===== src/rtl/jtm_pkg.sv =====
package jtm_pkg;
  typedef enum logic [3:0] {
    TS_RESET = 4'd0,  TS_IDLE  = 4'd1,
    TS_DSEL  = 4'd2,  TS_DCAP  = 4'd3,  TS_DSHF = 4'd4,  TS_DEX1 = 4'd5,
    TS_DPAU  = 4'd6,  TS_DEX2  = 4'd7,  TS_DUPD = 4'd8,
    TS_ISEL  = 4'd9,  TS_ICAP  = 4'd10, TS_ISHF = 4'd11, TS_IEX1 = 4'd12,
    TS_IPAU  = 4'd13, TS_IEX2  = 4'd14, TS_IUPD = 4'd15
  } tap_st_e;
endpackage


===== src/rtl/jtm_sync.sv =====
module jtm_sync #(
  parameter int LINES  = 4,
  parameter int STAGES = 2
) (
  input  logic             clk,
  input  logic             rst,
  input  logic [LINES-1:0] d_i,
  output logic [LINES-1:0] q_o
);
  logic [LINES-1:0] chain [STAGES];

  always_ff @(posedge clk) begin
    if (rst) begin
      for (int k = 0; k < STAGES; k++) chain[k] <= '0;
    end else begin
      chain[0] <= d_i;
      for (int k = 1; k < STAGES; k++) chain[k] <= chain[k-1];
    end
  end

  assign q_o = chain[STAGES-1];
endmodule


===== src/rtl/jtm_tracker.sv =====
module jtm_tracker
  import jtm_pkg::*;
(
  input  logic    clk,
  input  logic    rst,
  input  logic    edge_i,
  input  logic    tms_i,
  output tap_st_e cur_o,
  output tap_st_e nxt_o,
  output tap_st_e prev_o,
  output logic    step_o
);
  always_comb begin
    unique case (cur_o)
      TS_RESET: nxt_o = tms_i ? TS_RESET : TS_IDLE;
      TS_IDLE:  nxt_o = tms_i ? TS_DSEL  : TS_IDLE;
      TS_DSEL:  nxt_o = tms_i ? TS_ISEL  : TS_DCAP;
      TS_ISEL:  nxt_o = tms_i ? TS_RESET : TS_ICAP;
      TS_DCAP, TS_DSHF: nxt_o = tms_i ? TS_DEX1 : TS_DSHF;
      TS_DEX1:  nxt_o = tms_i ? TS_DUPD  : TS_DPAU;
      TS_DPAU:  nxt_o = tms_i ? TS_DEX2  : TS_DPAU;
      TS_DEX2:  nxt_o = tms_i ? TS_DUPD  : TS_DSHF;
      TS_ICAP, TS_ISHF: nxt_o = tms_i ? TS_IEX1 : TS_ISHF;
      TS_IEX1:  nxt_o = tms_i ? TS_IUPD  : TS_IPAU;
      TS_IPAU:  nxt_o = tms_i ? TS_IEX2  : TS_IPAU;
      TS_IEX2:  nxt_o = tms_i ? TS_IUPD  : TS_ISHF;
      default:  nxt_o = tms_i ? TS_DSEL  : TS_IDLE;
    endcase
  end

  always_ff @(posedge clk) begin
    if (rst) begin
      cur_o  <= TS_IDLE;
      prev_o <= TS_IDLE;
      step_o <= 1'b0;
    end else begin
      step_o <= edge_i;
      if (edge_i) begin
        prev_o <= cur_o;
        cur_o  <= nxt_o;
      end
    end
  end

  a_r1_reset_idle: assert property (@(posedge clk)
    $past(rst) |-> (cur_o == TS_IDLE && !step_o));
  a_r2_hold_between_edges: assert property (@(posedge clk) disable iff (rst)
    !edge_i |=> $stable(cur_o));
  a_r3_reset_sticks: assert property (@(posedge clk) disable iff (rst)
    (edge_i && tms_i && cur_o == TS_RESET) |=> cur_o == TS_RESET);
  a_r4_shift_stays: assert property (@(posedge clk) disable iff (rst)
    (edge_i && !tms_i && cur_o == TS_DSHF) |=> cur_o == TS_DSHF);
  a_r5_step_single: assert property (@(posedge clk) disable iff (rst)
    step_o |=> !step_o);
endmodule


===== src/rtl/jtm_lane.sv =====
module jtm_lane #(
  parameter int W  = 64,
  parameter int IW = 6
) (
  input  logic          clk,
  input  logic          rst,
  input  logic          clr_i,
  input  logic          wr_i,
  input  logic [IW-1:0] idx_i,
  input  logic          bit_i,
  input  logic          cap_i,
  output logic [W-1:0]  word_o
);
  logic [W-1:0] sh;

  always_ff @(posedge clk) begin
    if (rst) begin
      sh     <= '0;
      word_o <= '0;
    end else begin
      if (cap_i) word_o <= sh;
      if (clr_i)     sh        <= '0;
      else if (wr_i) sh[idx_i] <= bit_i;
    end
  end
endmodule


===== src/rtl/jtm_scan_ctl.sv =====
module jtm_scan_ctl
  import jtm_pkg::*;
#(
  parameter int ACC_W = 64,
  parameter int LEN_W = 16,
  localparam int IW = (ACC_W > 1) ? $clog2(ACC_W) : 1
) (
  input  logic             clk,
  input  logic             rst,
  input  logic             edge_i,
  input  tap_st_e          cur_i,
  input  tap_st_e          nxt_i,
  output logic             wr_o,
  output logic             clr_o,
  output logic             cap_o,
  output logic [IW-1:0]    idx_o,
  output logic             rpt_valid,
  output logic             rpt_is_ir,
  output logic [LEN_W-1:0] rpt_len,
  output logic             rpt_ovf
);
  localparam logic [LEN_W-1:0] WLIM = LEN_W'(ACC_W);

  logic [LEN_W-1:0] cnt;
  logic shift_now, upd_now, capst_now;

  assign shift_now = edge_i && (cur_i == TS_DSHF || cur_i == TS_ISHF);
  assign upd_now   = edge_i && (nxt_i == TS_DUPD || nxt_i == TS_IUPD);
  assign capst_now = edge_i && (nxt_i == TS_DCAP || nxt_i == TS_ICAP);
  assign wr_o      = shift_now && (cnt < WLIM);
  assign clr_o     = upd_now || capst_now;
  assign cap_o     = upd_now;
  assign idx_o     = cnt[IW-1:0];

  always_ff @(posedge clk) begin
    if (rst) begin
      cnt       <= '0;
      rpt_valid <= 1'b0;
      rpt_is_ir <= 1'b0;
      rpt_len   <= '0;
      rpt_ovf   <= 1'b0;
    end else begin
      rpt_valid <= upd_now;
      if (upd_now) begin
        rpt_is_ir <= (nxt_i == TS_IUPD);
        rpt_len   <= cnt;
        rpt_ovf   <= (cnt > WLIM);
      end
      if (clr_o) cnt <= '0;
      else if (shift_now && cnt != '1) cnt <= cnt + 1'b1;
    end
  end

  a_r7_valid_pulse: assert property (@(posedge clk) disable iff (rst)
    rpt_valid |=> !rpt_valid);
  a_r7_count_cleared: assert property (@(posedge clk) disable iff (rst)
    rpt_valid |-> cnt == '0);
  a_r8_len_within: assert property (@(posedge clk) disable iff (rst)
    (rpt_valid && !rpt_ovf) |-> rpt_len <= WLIM);
  a_r6_write_only_in_shift: assert property (@(posedge clk) disable iff (rst)
    wr_o |-> (cur_i == TS_DSHF || cur_i == TS_ISHF));
endmodule


===== src/rtl/jtag_scan_monitor.sv =====
module jtag_scan_monitor
  import jtm_pkg::*;
#(
  parameter int ACC_W       = 64,
  parameter int LEN_W       = 16,
  parameter int SYNC_STAGES = 2,
  localparam int IW = (ACC_W > 1) ? $clog2(ACC_W) : 1
) (
  input  logic             clk,
  input  logic             rst,
  input  logic             tck,
  input  logic             tms,
  input  logic             tdi,
  input  logic             tdo,
  output logic [3:0]       st_cur,
  output logic [3:0]       st_prev,
  output logic             st_step,
  output logic             rpt_valid,
  output logic             rpt_is_ir,
  output logic [ACC_W-1:0] rpt_tdi,
  output logic [ACC_W-1:0] rpt_tdo,
  output logic [LEN_W-1:0] rpt_len,
  output logic             rpt_ovf
);
  logic [3:0] pins_s;
  logic       tck_d, tck_rise;
  tap_st_e    cur, nxt, prev;
  logic       wr, clr, cap;
  logic [IW-1:0] idx;
  logic [1:0] lane_bit;
  logic [ACC_W-1:0] lane_word [2];

  jtm_sync #(.LINES(4), .STAGES(SYNC_STAGES)) u_sync (
    .clk(clk), .rst(rst), .d_i({tdo, tdi, tms, tck}), .q_o(pins_s)
  );

  always_ff @(posedge clk) begin
    if (rst) tck_d <= 1'b0;
    else     tck_d <= pins_s[0];
  end
  assign tck_rise = pins_s[0] && !tck_d;

  jtm_tracker u_trk (
    .clk(clk), .rst(rst), .edge_i(tck_rise), .tms_i(pins_s[1]),
    .cur_o(cur), .nxt_o(nxt), .prev_o(prev), .step_o(st_step)
  );

  jtm_scan_ctl #(.ACC_W(ACC_W), .LEN_W(LEN_W)) u_ctl (
    .clk(clk), .rst(rst), .edge_i(tck_rise), .cur_i(cur), .nxt_i(nxt),
    .wr_o(wr), .clr_o(clr), .cap_o(cap), .idx_o(idx),
    .rpt_valid(rpt_valid), .rpt_is_ir(rpt_is_ir), .rpt_len(rpt_len),
    .rpt_ovf(rpt_ovf)
  );

  assign lane_bit = pins_s[3:2];

  for (genvar g = 0; g < 2; g++) begin : g_lane
    jtm_lane #(.W(ACC_W), .IW(IW)) u_lane (
      .clk(clk), .rst(rst), .clr_i(clr), .wr_i(wr), .idx_i(idx),
      .bit_i(lane_bit[g]), .cap_i(cap), .word_o(lane_word[g])
    );
  end

  assign rpt_tdi = lane_word[0];
  assign rpt_tdo = lane_word[1];
  assign st_cur  = cur;
  assign st_prev = prev;
endmodule


===== config.mk =====
export PLATFORM = sky130hd
export DESIGN_NAME = jtag_scan_monitor
export DESIGN_NICKNAME = d
export VERILOG_FILES = /design/src/rtl/jtm_pkg.sv /design/src/rtl/jtm_sync.sv /design/src/rtl/jtm_tracker.sv /design/src/rtl/jtm_lane.sv /design/src/rtl/jtm_scan_ctl.sv /design/src/rtl/jtag_scan_monitor.sv
export SDC_FILE = /design/constraint.sdc
export NUM_CORES = 1
export LEC_CHECK = 0
export BUFFER_PORTS_ARGS = -buffer_cell sky130_fd_sc_hd__buf_4
export CAP_MARGIN = 30
export CORE_AREA = 2 2 245 126
export DETAILED_ROUTE_END_ITERATION = 7
export DIE_AREA = 0 0 247 128
export PLACE_DENSITY = 0.61
export SLEW_MARGIN = 20
export SYNTH_ARGS = -nofsm -noshare
export SYNTH_HDL_FRONTEND = slang
export SYNTH_SLANG_ARGS = --single-unit
export TNS_END_PERCENT = 5

===== constraint.sdc =====
create_clock -name clk -period 4.3 [get_ports clk]
set_clock_uncertainty 0.05 [all_clocks]
set_input_delay 0 -clock clk [delete_from_list [all_inputs] [get_ports clk]]
set_output_delay 0 -clock clk [all_outputs]
set_load 0.02 [all_outputs]

# Yosys cells after proc, flatten, opt, wreduce, memory -nomap -nowiden
# Memory sizes are Yosys's and may differ from the RTL's.
# Cells that the tools add are included.
# classes
add_sub_neg,1
magnitude_cmp,4
eq_ne,17
n_mux,22
n_bitwise,2
n_reduce_logical,16
# ops
op,n
$bwmux 64,2
$pmux 4 s11,1
$eq 4x4->1 const B,9
$mux 4,6
$add 16x1->16 const B,1
$eq 4x3->1 const B,4
$gt 16x7->1 const B,1
$lt 16x7->1 const B,1
$ne 16x16->1 const B,1
$eq 4x2->1 const B,3
$logic_and 1x1->1,7
$lt 6x7->1 const B,1
$mux 1,7
$demux 1 s6,1
$ge 6x1->1 const B,1
$mux 2,3
$mux 3,2
$reduce_or 2->1,3
$logic_not 4->1,1
$logic_or 1x1->1,4
$or 1x1->1,2
$logic_not 1->1,1
# totals
register_bits,301
ramBits,8
inputBits,6
out_inout_bits,156
memories,1
# memory_table
memory,depth,word_bits,rd,rd_clocked_by_memory_dff,wr,line,source
u_sync.chain,2,4,2,0,2,jtm_sync.sv:10,logic [LINES-1:0] chain [STAGES];

# Depth between registers and ports, before layout
# depth
ltp_word,8
ltp_mapped,9
mapped_depth_nobuf,6

# Cells and area by module
# A second synthesis with hierarchy kept.
# unflattened
cells_unflattened,1304
area_unflattened_um2,12688.4
# by_module_without_submodules
module,instances,cells_per_inst,area_each_um2,seq_area_each_um2
jtm_lane at g_lane[1].u_lane,1,509,5044.8,2562.5
jtm_lane at g_lane[0].u_lane,1,507,5002.3,2562.5
jtm_scan_ctl,1,196,1779.2,700.7
jtm_tracker,1,69,574.3,180.2
jtm_sync,1,20,240.2,160.2
jtag_scan_monitor,1,3,47.5,20.0

# Worst setup path after synthesis
# Ideal clock, no wire load.
# synth_timing
path_type,register to register
from,reg u_trk.cur_o[0]
to,reg g_lane[0].u_lane.sh[60]
arrival_time_ns,2.006
path_slack_ns,2.117
path_stages_with_launch,8
n_path_buf,2
path_cell_list,dfxtp_1 -> buf_2 -> and4b_1 -> buf_2 -> o2111ai_2 -> nor3_1 -> mux2i_1 -> nor2_1
# synth_via
elab_chain_cells,8
elab_cells_between_ends,29
# synth_rtl
item,line,source
from (decl),jtm_tracker.sv:8,"output tap_st_e cur_o,"
from (signal assigned),jtm_tracker.sv:40,cur_o <= nxt_o;
"$eq 4x4->1, or another cell as far along",jtm_tracker.sv:14,unique case (cur_o)
$reduce_or 2->1,jtm_tracker.sv:14,
$pmux 4 s11,jtm_tracker.sv:14,
"$eq 4x4->1, or another cell as far along",jtm_scan_ctl.sv:28,assign upd_now = edge_i && (nxt_i == TS_DUPD || nxt_i == TS_IUPD);
$logic_or 1x1->1 (on tied branches),"jtm_scan_ctl.sv:28, jtm_scan_ctl.sv:29",
$logic_and 1x1->1 (on tied branches),"jtm_scan_ctl.sv:28, jtm_scan_ctl.sv:29",
$logic_or 1x1->1,jtm_scan_ctl.sv:31,assign clr_o = upd_now || capst_now;
$reduce_or 2->1 (no line),n/a,
"to (signal, indexed assignment)",jtm_lane.sv:23,else if (wr_i) sh[idx_i] <= bit_i;
to (decl),jtm_lane.sv:14,logic [W-1:0] sh;
# Parallel ways exist; a longest one is shown, timed or not.
# A chain may end at the register's enable or synchronous reset.

# Worst setup path after layout
# layout_timing
from,reg u_trk.cur_o[0]
to,reg g_lane[1].u_lane.sh[60]
# layout_via
elab_chain_cells,8
elab_cells_between_ends,29
# layout_rtl
item,line
"$eq 4x4->1, or another cell as far along",jtm_tracker.sv:14
$reduce_or 2->1,jtm_tracker.sv:14
$pmux 4 s11,jtm_tracker.sv:14
"$eq 4x4->1, or another cell as far along",jtm_scan_ctl.sv:28
$logic_or 1x1->1 (on tied branches),"jtm_scan_ctl.sv:28, jtm_scan_ctl.sv:29"
$logic_and 1x1->1 (on tied branches),"jtm_scan_ctl.sv:28, jtm_scan_ctl.sv:29"
$logic_or 1x1->1,jtm_scan_ctl.sv:31
$reduce_or 2->1 (no line),n/a
"to (signal, indexed assignment)",jtm_lane.sv:23
to (decl),jtm_lane.sv:14
# Parallel ways exist; a longest one is shown, timed or not.

==> results.cfg <==
[timing]
max_slew.worst_pin.slew_ns = 0.9448
period_share_pct = 69.60
fmax_mhz = 334.2
finalHoldViolCount = 0
rsz0062_at_grt = no
maxSlewViolCount = 0
setup_viol = 0
tns_ns = 0
max_slew_margin_pct = 37.02
layout_min_cycle_time_ns = 2.993

[place]
gp_congestion = 0.8012
portBuffers = 161
hpwl_um = 20210

[finish]
area_growth_pct = 22.55
nets = 1191
antenna_cells = 0
drive_gt1_share_pct = 23.42
fin_util_pct = 47.02
regArea_um2 = 6188
n_fill_cell = 2704
multi_input_area_um2 = 4822

[route]
first_pass_iters = 5
ant_nets = 0
drc = 0
wl_um = 30860
drt_iter0_drc = 473
vias = 8343
wire_per_inst_um = 19.25
vias_per_cell = 5.205

[grt]
antenna_found_initial = 0
grt_pass1_vias = 7940
grt_overflow_total = 0
grt_usage_pct = 19.27
grt_max_degree = 81
grt_pass1_wl_um = 47890

[pwr]
p_leak_nw = 5.094
cellPowerDensity_nw_per_um2 = 400.0
ir_worst_vdd_v = 0.0003271

[die]
start_util_pct = 38.36
core_um2 = 29670
ioPinCount = 162
die_h_um = 128
fp-row-count = 45
die_w_um = 247
dieArea_um2 = 31620

[synthesis]
yosysMostFrequentCell = dfxtp_1
netlist.top_cell.by_area = dfxtp_1
synth_area_leaders = dfxtp_1, mux2i_1, a22o_1, nor2_1, nor3_2
synth-seq-cells = 309
synthFlopType = dfxtp_1
synth.distinct_cells = 51
syn_nets = 1073
syn_inst = 1065
synth_enable_flop_cells = 0
syn-cell-area_um2 = 11380
synthArstFlopShare_pct = 0
synth_top_area_share_pct = 54.34
synth_common_cells = dfxtp_1, nor2_1, a22o_1, mux2i_1, clkbuf_1
synth.yosys.warnings = 0
synth-seq-area-share_pct = 54.34
syn_avg_cell_area_um2 = 10.69

[setup_path]
crit_type = reg -> reg
cp_slowest_stage_delay_ns = 0.78
critical_path.cell_chain = and4b_1 > o2111ai_2 > nor3_1 > mux2i_1 > nor2_1
startpoint_type = register
cp.required_ns = 4.68
critPathTopFamily = simple AND/OR/NAND/NOR gates
critPathCaptureType = register
crit_arrival_ns = 3.37
cp_slowest_cell = dfxtp_1
crit_buf_inv = 0
worst-path-max-fanout = 20

[clock_tree]
post_cts_buffers = 0
clk_pin_slew_ns = 0.07
cts_root_buffer = clkbuf_16
cts_resized = 0
clock_path_buffers = 3
clock-sinks = 309
clk_latency_ns = 0.56
htreeDepth = 1
holdBufCountCts = 9
cts_tree = done
numCtsBuffers = 28

[run]
maxCapViolations = 0

[outcome]
outcome = finished, final reports clean

[hold_path]
hp-class = in -> reg
## cells in the final DEF, fill, tap and decap left out, types with 12 or more instances in the layout
cell / instances
dfxtp_1: 307
buf_4: 171
nor2_1: 155
a22o_1: 145
mux2i_1: 131
nor3_2: 36
nand2_1: 30
clkbuf_16: 29
nor3_1: 24
nor4_2: 12
## final cells by class
class	count	area share [%]
clock buffer	47	6.332
clock inverter	4	0.5022
inverter	7	0.1883
multi-input combinational	652	34.56
sequential	309	44.36
tap	399	3.578
timing repair buffer	185	10.48
## power by group
group | switching [W] | internal (W)
combinational | 0.0000798 | 0.0000263
clock | 0.00109 | 0.00151
sequential | 0.00000973 | 0.00287
total | 0.00118 | 0.00440
## worst register-to-register path: cells and delay by family (launching register included)
kind,cells,cell delay (ns)
DFF,1,0.78
muxes,1,0.23
AOI/OAI and AO/OA,1,0.55
and+or+nand+nor,3,1.27
## cells by family after synthesis
kind of cell	count (synthesis)	synth area share (%)
buffers and inverters	104	3.594
AOI/OAI and AO/OA	194	14.34
and+or+nand+nor	313	15.06
adders and majority gates	2	0.2198
muxes	131	11.52
xor gates and xnor gates	12	0.9233
DFF	309	54.34
## through the flow
| stage | hold slack, ns | area [µm²] | setup slack [ns] | std cells | power [W] |
|---|---|---|---|---|---|
| 2_1_floorplan | 0.03395 | 11380 | 2.117 | 1065 | 0.003004 |
| 6_report | 0.3423 | 13950 | 1.307 | 1603 | 0.005581 |
| 5_1_grt | 0.3447 | 13950 | 1.080 | 1603 | 0.005758 |
| 3_3_place_gp | 0.1701 | 12860 | 1.455 | 1540 | 0.003038 |
| 4_1_cts | 0.2776 | 13950 | 1.346 | 1602 | 0.005637 |
| 3_5_place_dp | 0.1657 | 12900 | 1.369 | 1542 | 0.003041 |
## per-layer routing
layer	vias up	global-route usage, %	wire (µm)
li1	4074	-	-
met1	4035	29.73	16100
met2	195	27.37	12540
met3	39	4.396	1779
met4	0	3.225	438
met5	-	0	0
## final timing paths
| path | from | endpoint | slack, ns | cells after the start |
|---|---|---|---|---|
| worst min register to register | u_sync.chain[0][3] | u_sync.chain[0][7] | 0.39 | 1 |
| worst max register to register | u_trk.cur_o[0] | g_lane[1].u_lane.sh[60] | 1.31 | 5 |
| worst min-delay path | rst | u_trk.prev_o[1] | 0.34 | 3 |
| worst max-delay path | u_trk.cur_o[0] | g_lane[1].u_lane.sh[60] | 1.31 | 5 |
## state kept, by name, summed over array words and instances (netlist names), 4 cells and up
register	cells
g_lane.u_lane.sh	128
g_lane.u_lane.word_o	128
u_ctl.cnt	16
u_ctl.rpt_len	16
u_sync.chain	8
u_trk.cur_o	4
u_trk.prev_o	4
No activity file was read; power rests on OpenSTA's default activity.
